==> config.mk <==
export PLATFORM = sky130hd
export DESIGN_NAME = nor_flash_seq
export DESIGN_NICKNAME = d
export VERILOG_FILES = /design/src/rtl/nor_seq_pkg.sv /design/src/rtl/nor_seq_rom.sv /design/src/rtl/nor_pulse_timer.sv /design/src/rtl/nor_toggle_chk.sv /design/src/rtl/nor_flash_seq.sv
export SDC_FILE = /design/constraint.sdc
export NUM_CORES = 1
export LEC_CHECK = 0
export ABC_AREA = 1
export CORE_MARGIN = 2
export CORE_UTILIZATION = 43
export CTS_CLUSTER_SIZE = 30
export DETAILED_ROUTE_END_ITERATION = 7
export PLACE_DENSITY = 0.8
export SYNTH_ARGS = -nofsm -noshare
export SYNTH_HDL_FRONTEND = slang
export SYNTH_SLANG_ARGS = --single-unit
==> constraint.sdc <==
create_clock -name clk -period 2.7 [get_ports clk]
set_clock_uncertainty 0.1 [all_clocks]
set_input_delay 0.81 -clock clk [delete_from_list [all_inputs] [get_ports clk]]
set_output_delay 0.81 -clock clk [all_outputs]
set_load 0.03 [all_outputs]
==> src/rtl/nor_seq_pkg.sv <==
package nor_seq_pkg;

    localparam int DW   = 16;
    localparam int IDXW = 3;

    typedef enum logic [1:0] {
        OP_PROG   = 2'b00,
        OP_SERASE = 2'b01,
        OP_CERASE = 2'b10,
        OP_RSVD   = 2'b11
    } op_e;

    typedef enum logic [2:0] {
        ST_IDLE,
        ST_WADDR,
        ST_WLOW,
        ST_WHIGH,
        ST_TURN,
        ST_RADDR,
        ST_RGAP,
        ST_ROE
    } st_e;

    // one bus write of a command sequence
    typedef struct packed {
        logic [DW-1:0] lo_addr;
        logic [DW-1:0] data;
        logic          use_tgt_addr;
        logic          use_req_data;
    } cyc_t;

    localparam logic [DW-1:0] KEY_ADDR_A = 16'h0555;
    localparam logic [DW-1:0] KEY_ADDR_B = 16'h02AA;
    localparam logic [DW-1:0] KEY_DAT_A  = 16'h00AA;
    localparam logic [DW-1:0] KEY_DAT_B  = 16'h0055;
    localparam logic [DW-1:0] CMD_WRITE  = 16'h00A0;
    localparam logic [DW-1:0] CMD_ERASE  = 16'h0080;
    localparam logic [DW-1:0] CMD_SECTOR = 16'h0030;
    localparam logic [DW-1:0] CMD_WHOLE  = 16'h0010;

    function automatic logic is_erase(op_e op);
        return (op == OP_SERASE) || (op == OP_CERASE);
    endfunction

    function automatic logic [IDXW-1:0] seq_last(op_e op);
        return is_erase(op) ? IDXW'(5) : IDXW'(3);
    endfunction

    function automatic cyc_t seq_cycle(op_e op, logic [IDXW-1:0] idx);
        cyc_t c;
        c = '{lo_addr: KEY_ADDR_A, data: KEY_DAT_A, use_tgt_addr: 1'b0, use_req_data: 1'b0};
        case (idx)
            3'd1: begin
                c.lo_addr = KEY_ADDR_B;
                c.data    = KEY_DAT_B;
            end
            3'd2: c.data = is_erase(op) ? CMD_ERASE : CMD_WRITE;
            3'd3: begin
                if (!is_erase(op)) begin
                    c.use_tgt_addr = 1'b1;
                    c.use_req_data = 1'b1;
                end
            end
            3'd4: begin
                c.lo_addr = KEY_ADDR_B;
                c.data    = KEY_DAT_B;
            end
            3'd5: begin
                if (op == OP_CERASE) begin
                    c.data = CMD_WHOLE;
                end else begin
                    c.use_tgt_addr = 1'b1;
                    c.data         = CMD_SECTOR;
                end
            end
            default: ;
        endcase
        return c;
    endfunction

endpackage

==> src/rtl/nor_seq_rom.sv <==
module nor_seq_rom
    import nor_seq_pkg::*;
#(
    parameter int ADDR_W = 22
) (
    input  op_e                 op,
    input  logic [IDXW-1:0]     idx,
    input  logic [ADDR_W-1:0]   tgt_addr,
    input  logic [DW-1:0]       tgt_data,
    output logic [ADDR_W-1:0]   bus_addr,
    output logic [DW-1:0]       bus_data,
    output logic                is_last
);
    localparam int HIW = ADDR_W - DW;

    cyc_t cyc;

    always_comb begin
        cyc      = seq_cycle(op, idx);
        bus_addr = cyc.use_tgt_addr ? tgt_addr : {{HIW{1'b0}}, cyc.lo_addr};
        bus_data = cyc.use_req_data ? tgt_data : cyc.data;
        is_last  = (idx == seq_last(op));
    end
endmodule

==> src/rtl/nor_pulse_timer.sv <==
module nor_pulse_timer #(
    parameter int TW = 8
) (
    input  logic          clk,
    input  logic          rst,
    input  logic          load,
    input  logic [TW-1:0] load_val,
    output logic          expired
);
    logic [TW-1:0] cnt;

    always_ff @(posedge clk) begin
        if (rst) begin
            cnt <= TW'(1);
        end else if (load) begin
            cnt <= (load_val == '0) ? TW'(1) : load_val;
        end else if (cnt > TW'(1)) begin
            cnt <= cnt - TW'(1);
        end
    end

    assign expired = (cnt == TW'(1));
endmodule

==> src/rtl/nor_toggle_chk.sv <==
module nor_toggle_chk #(
    parameter int          DW   = 16,
    parameter int          PW   = 16,
    parameter logic [15:0] MASK = 16'h0040
) (
    input  logic          clk,
    input  logic          rst,
    input  logic          clear,
    input  logic          sample,
    input  logic [DW-1:0] status,
    input  logic [PW-1:0] limit,
    output logic          settled,
    output logic          timed_out
);
    logic [DW-1:0] prev;
    logic          have_prev;
    logic [PW-1:0] tog_cnt;
    logic          toggled;
    logic [PW:0]   next_cnt;
    logic [PW:0]   lim_eff;

    always_comb begin
        toggled   = ((status ^ prev) & DW'(MASK)) != '0;
        next_cnt  = {1'b0, tog_cnt} + (PW+1)'(1);
        lim_eff   = (limit == '0) ? (PW+1)'(1) : {1'b0, limit};
        settled   = sample && have_prev && !toggled;
        timed_out = sample && have_prev && toggled && (next_cnt >= lim_eff);
    end

    always_ff @(posedge clk) begin
        if (rst || clear) begin
            prev      <= '0;
            have_prev <= 1'b0;
            tog_cnt   <= '0;
        end else if (sample) begin
            prev      <= status;
            have_prev <= 1'b1;
            if (have_prev && toggled) begin
                tog_cnt <= next_cnt[PW-1:0];
            end
        end
    end
endmodule

==> src/rtl/nor_flash_seq.sv <==
module nor_flash_seq
    import nor_seq_pkg::*;
#(
    parameter int ADDR_W   = 22,
    parameter int TW       = 8,
    parameter int PW       = 16,
    parameter int RD_WAIT  = 2,
    parameter int STAT_BIT = 6
) (
    input  logic                 clk,
    input  logic                 rst,
    input  logic                 req_valid,
    output logic                 req_ready,
    input  logic [1:0]           req_op,
    input  logic [ADDR_W-1:0]    req_addr,
    input  logic [DW-1:0]        req_data,
    input  logic [TW-1:0]        cfg_wr_low,
    input  logic [TW-1:0]        cfg_wr_high,
    input  logic [PW-1:0]        cfg_poll_limit,
    output logic                 op_done,
    output logic                 op_error,
    output logic                 fl_ce_n,
    output logic                 fl_we_n,
    output logic                 fl_oe_n,
    output logic                 fl_avd_n,
    output logic [ADDR_W-DW-1:0] fl_addr_hi,
    output logic [DW-1:0]        fl_adq_o,
    output logic                 fl_adq_oe,
    input  logic [DW-1:0]        fl_adq_i
);
    localparam logic [TW-1:0] RD_WAIT_T = TW'(RD_WAIT);
    localparam logic [15:0]   STAT_MASK = 16'(1) << STAT_BIT;

    st_e               st, st_n;
    op_e               op_q;
    logic [ADDR_W-1:0] addr_q;
    logic [DW-1:0]     data_q;
    logic [IDXW-1:0]   idx;

    logic [ADDR_W-1:0] cyc_addr;
    logic [DW-1:0]     cyc_data;
    logic              cyc_last;

    logic              tmr_load;
    logic [TW-1:0]     tmr_val;
    logic              tmr_exp;
    logic              idx_inc;
    logic              accept;
    logic              chk_clear;
    logic              chk_sample;
    logic              chk_settled;
    logic              chk_timeout;

    nor_seq_rom #(.ADDR_W(ADDR_W)) u_rom (
        .op       (op_q),
        .idx      (idx),
        .tgt_addr (addr_q),
        .tgt_data (data_q),
        .bus_addr (cyc_addr),
        .bus_data (cyc_data),
        .is_last  (cyc_last)
    );

    nor_pulse_timer #(.TW(TW)) u_tmr (
        .clk      (clk),
        .rst      (rst),
        .load     (tmr_load),
        .load_val (tmr_val),
        .expired  (tmr_exp)
    );

    nor_toggle_chk #(.DW(DW), .PW(PW), .MASK(STAT_MASK)) u_chk (
        .clk       (clk),
        .rst       (rst),
        .clear     (chk_clear),
        .sample    (chk_sample),
        .status    (fl_adq_i),
        .limit     (cfg_poll_limit),
        .settled   (chk_settled),
        .timed_out (chk_timeout)
    );

    // next-state and control strobes
    always_comb begin
        st_n       = st;
        tmr_load   = 1'b0;
        tmr_val    = cfg_wr_low;
        idx_inc    = 1'b0;
        accept     = 1'b0;
        chk_clear  = 1'b0;
        chk_sample = 1'b0;
        unique case (st)
            ST_IDLE: begin
                if (req_valid) begin
                    accept    = 1'b1;
                    chk_clear = 1'b1;
                    st_n      = ST_WADDR;
                end
            end
            ST_WADDR: begin
                tmr_load = 1'b1;
                tmr_val  = cfg_wr_low;
                st_n     = ST_WLOW;
            end
            ST_WLOW: begin
                if (tmr_exp) begin
                    tmr_load = 1'b1;
                    tmr_val  = cfg_wr_high;
                    st_n     = ST_WHIGH;
                end
            end
            ST_WHIGH: begin
                if (tmr_exp) begin
                    if (cyc_last) begin
                        st_n = ST_TURN;
                    end else begin
                        idx_inc = 1'b1;
                        st_n    = ST_WADDR;
                    end
                end
            end
            ST_TURN:  st_n = ST_RADDR;
            ST_RADDR: st_n = ST_RGAP;
            ST_RGAP: begin
                tmr_load = 1'b1;
                tmr_val  = RD_WAIT_T;
                st_n     = ST_ROE;
            end
            ST_ROE: begin
                if (tmr_exp) begin
                    chk_sample = 1'b1;
                    st_n = (chk_settled || chk_timeout) ? ST_IDLE : ST_RADDR;
                end
            end
            default: st_n = ST_IDLE;
        endcase
    end

    always_ff @(posedge clk) begin
        if (rst) begin
            st       <= ST_IDLE;
            op_q     <= OP_PROG;
            addr_q   <= '0;
            data_q   <= '0;
            idx      <= '0;
            op_done  <= 1'b0;
            op_error <= 1'b0;
        end else begin
            st       <= st_n;
            op_done  <= chk_sample && chk_settled;
            op_error <= chk_sample && chk_timeout;
            if (accept) begin
                op_q   <= op_e'(req_op);
                addr_q <= req_addr;
                data_q <= req_data;
                idx    <= '0;
            end else if (idx_inc) begin
                idx <= idx + IDXW'(1);
            end
        end
    end

    // bus drive, decoded from state
    always_comb begin
        req_ready  = (st == ST_IDLE);
        fl_ce_n    = 1'b1;
        fl_we_n    = 1'b1;
        fl_oe_n    = 1'b1;
        fl_avd_n   = 1'b1;
        fl_adq_oe  = 1'b0;
        fl_adq_o   = '0;
        fl_addr_hi = '0;
        unique case (st)
            ST_WADDR: begin
                fl_ce_n    = 1'b0;
                fl_avd_n   = 1'b0;
                fl_adq_oe  = 1'b1;
                fl_adq_o   = cyc_addr[DW-1:0];
                fl_addr_hi = cyc_addr[ADDR_W-1:DW];
            end
            ST_WLOW: begin
                fl_ce_n    = 1'b0;
                fl_we_n    = 1'b0;
                fl_adq_oe  = 1'b1;
                fl_adq_o   = cyc_data;
                fl_addr_hi = cyc_addr[ADDR_W-1:DW];
            end
            ST_WHIGH: begin
                fl_ce_n    = 1'b0;
                fl_adq_oe  = 1'b1;
                fl_adq_o   = cyc_data;
                fl_addr_hi = cyc_addr[ADDR_W-1:DW];
            end
            ST_RADDR: begin
                fl_ce_n    = 1'b0;
                fl_avd_n   = 1'b0;
                fl_adq_oe  = 1'b1;
                fl_adq_o   = addr_q[DW-1:0];
                fl_addr_hi = addr_q[ADDR_W-1:DW];
            end
            ST_RGAP: begin
                fl_ce_n    = 1'b0;
                fl_addr_hi = addr_q[ADDR_W-1:DW];
            end
            ST_ROE: begin
                fl_ce_n    = 1'b0;
                fl_oe_n    = 1'b0;
                fl_addr_hi = addr_q[ADDR_W-1:DW];
            end
            default: ;
        endcase
    end
endmodule

==> impl_results.md <==
- VDD IR max: around 0.42 mV
- Reg clk slew, reported paths: 0.08 ns
- Share of layout cells above drive strength 1: between 20% and 30%
- Relative slew slack: 69.93%
- Critical Path Fanout Max: 4
- Synthesized flop and latch total: 74
- Sum of negative setup slack: -3.782 ns
- Clock share of power: 23.3%
- Skew-Pair Late Insertion Delay: 0.35 ns
- Multi-input gate area: between 0.002 and 0.003 sq mm
- First-pass iteration count of the detailed router: 5
- Mapped Cells: 621
- Max Cap Viol: 0
- Gate power share: 44.7%
- Core Rows: 36
- Sequential share of the synthesized area: roughly a third
- Vias per cell: 5.207
- WS Path Type: register to output port
- Area growth from synthesis to layout: 51.45%
- Power per cell area: 673.9 mW/mm^2
- H-tree Lvls: 3
- Outcome: finished with violations
- First-pass GRT wire length: between 20000 and 25000 microns
- Initial antenna violation count: 0
- Final hold violations: 0
- CORE AREA: 0.009819 sq mm
- Ys Warns: 0
- Pin count of the biggest net entering global routing: 71
- Final Net Count: 893
- CTS tree: done
- Die area: between 0.01 and 0.015 sq mm
- Synthesized area: approximately 0.0044 sq mm
- Reg power frac: 32.0%
- Diode count: 0
- Switch Pwr: 1759 uW
- Hold Path Depth: 2
- Top-Level Pins: roughly 120
- Period minus WS final: 2.927 ns
- TritonCTS Sinks: 74
- Int Pwr: ~2700 uW
- CP Capture Type: output port
- Leak Pwr: 0.002903 uW
- Setup violations, final: 24
- Unique masters post-synth: 42
- Total grt overflow: 0
- Port-buffer cells: 105
- Post-route worst setup slack: -0.2272 ns
- DRT iter0 DRCs: 201
- Die W: 105.0 microns
- Die Y: 105.0 microns
- Failing checks: negative setup slack
- Final core utilization: 67.70%
- Syn_nets: 737
- Worst slew pin tran: 0.4479 ns
- Arr. time, crit path: 2.02 ns
- FF+latch area: 0.001501 sq mm
- Final Max Tran Viols: 0
- Vias in the first global route: 4494
- Clock buffer depth: 2
- Power, Total: 4480 uW
- Sw frac: 39.27%
- RSZ-0062 raised after global routing: true
- Hold_ws: 0.3581 ns
- R2R cell count: 19
- Fillcell total: 763
- Gr usage total: approximately 22%
- Worst setup SP type: register
- Worst Hold Class: register to register
- Fmax: 0.3416 GHz
- DP HPWL: 9073 microns
- Clock root cell: clkbuf_8
- Required @ worst endpoint: 1.79 ns
- Tcrit/Tclk final: 108.4%
- Starting Density: 44.70%
- DRC errors left: 0
- Antenna-violating nets left: 0
- GP Congestion: 0.9123
- Final WL: 13140 microns
- CTS Buf Count: 9
- Via count: 4759
- Avg WL per Cell: 14.37 microns
- Hold-fix buffer count after cts: 0
- Post-synthesis area per instance: 7.068 sq um
-- cell type report --
class                      instances  area share [%]
clock buffer                      10           2.070
tap                              133           2.503
timing repair buffer             165           22.83
inverter                          98           5.816
clock inverter                     5           1.543
sequential                        74           22.59
multi-input combinational        429           42.65
-- metal layers --
| layer | vias to the layer above | GRT usage, % | part of all wire [%] |
|---|---|---|---|
| met3 | 28 | 3.306 | 4.8 |
| met2 | 161 | 40.54 | 52 |
| li1 | 2352 | - | - |
| met1 | 2218 | 26.24 | 40 |
| met4 | 0 | 9.238 | 2.6 |
| met5 | - | 0 | 0 |
-- flip-flops by register name, summed over array words and instances (netlist names) --
signal / flops
addr_q: 22
data_q: 16
idx: 3
op_done: 1
op_error: 1
op_q: 2
st: 3
u_chk.have_prev: 1
u_chk.prev: 1
u_chk.tog_cnt: 16
u_tmr.cnt: 8
-- metrics by stage --
step	instances	setup slack, ns	area [sq um]
CTS	903	-0.2120	6312
detailed placement	882	-0.3345	5814
global placement	882	-0.3135	5814
floorplan	621	-0.09366	4412
finish	914	-0.2272	6648
global route	914	-0.3130	6648
-- power by group through the flow --
stage | clock network, uW | registers, uW | logic [uW]
floorplan | 0 | 1410 | 1260
global placement | 0 | 1430 | 1730
detailed placement | 0 | 1440 | 1780
CTS | 1050 | 1430 | 1850
global route | 1100 | 1450 | 2170
finish | 1040 | 1430 | 2000
-- critical path, cell delays in order (launching register included) --
cell and delay, ns:
dfxtp_4 0.40, inv_4 0.05, ha_4 0.17, a21oi_4 0.17, inv_2 0.08, o21ai_4 0.07
buf_4 0.14, a21oi_4 0.07, buf_4 0.15, o21ai_1 0.12, nand2_1 0.10, buf_6 0.15
-- synthesized netlist by cell type (all sizes together) --
cell / number / area share [%]
a211oi: 7 / 1.2
a21oi: 67 / 7.7
a221oi: 1 / 0.34
a22oi: 7 / 1.2
a31oi: 1 / 0.14
a41o: 1 / 0.23
buf: 6 / 0.80
clkbuf: 14 / 1.4
dfxtp: 74 / 34
ha: 25 / 7.1
inv: 98 / 8.4
nand2: 106 / 9.9
nand3: 22 / 2.5
nand3b: 1 / 0.17
nand4: 3 / 0.43
nor2: 68 / 7.1
nor3: 14 / 2.1
nor3b: 1 / 0.17
nor4: 2 / 0.29
o2111ai: 4 / 0.80
o211ai: 3 / 0.51
o21ai: 62 / 7.3
o221ai: 4 / 0.80
o22ai: 8 / 1.3
or2: 1 / 0.14
xnor2: 7 / 1.4
xor2: 14 / 2.8
-- cell usage in the layout, fill, tap and decap left out, drive strengths merged, types with 4 or more instances in the layout --
| cell | count |
|---|---|
| o221ai | 4 |
| clkbuf | 10 |
| nor2 | 68 |
| xnor2 | 7 |
| a211oi | 7 |
| a22oi | 7 |
| a21oi | 67 |
| o21ai | 62 |
| nand3 | 22 |
| buf | 82 |
| nor3 | 14 |
| clkdlybuf4s50 | 79 |
| xor2 | 14 |
| dfxtp | 74 |
| inv | 97 |
| o22ai | 8 |
| o2111ai | 4 |
| nand2 | 106 |
| ha | 25 |
-- path summary, 6_finish.rpt --
check        slack (ns)           to        startpoint
max               -0.23  fl_adq_o[5]            idx[0]
min reg2reg        0.36   addr_q[19]        addr_q[19]
max reg2reg       -0.06        st[2]  u_chk.tog_cnt[1]
min                0.36   addr_q[19]        addr_q[19]
-- repair_timing --
action	in CTS	in global routing
pin swaps	20	19
resized for setup	66	65
setup buffers	6	11
setup endpoints to repair	29	27
-- cell families after synthesis --
kind of cell	after synthesis	synth area share [%]
AOI/OAI and AO/OA	165	21.55
xor gates and xnor gates	21	4.191
adders and majority gates	25	7.127
buffers and inverters	118	10.66
DFF	74	33.75
and+or+nand+nor	218	22.72
No activity file was read; power rests on OpenSTA's default activity.
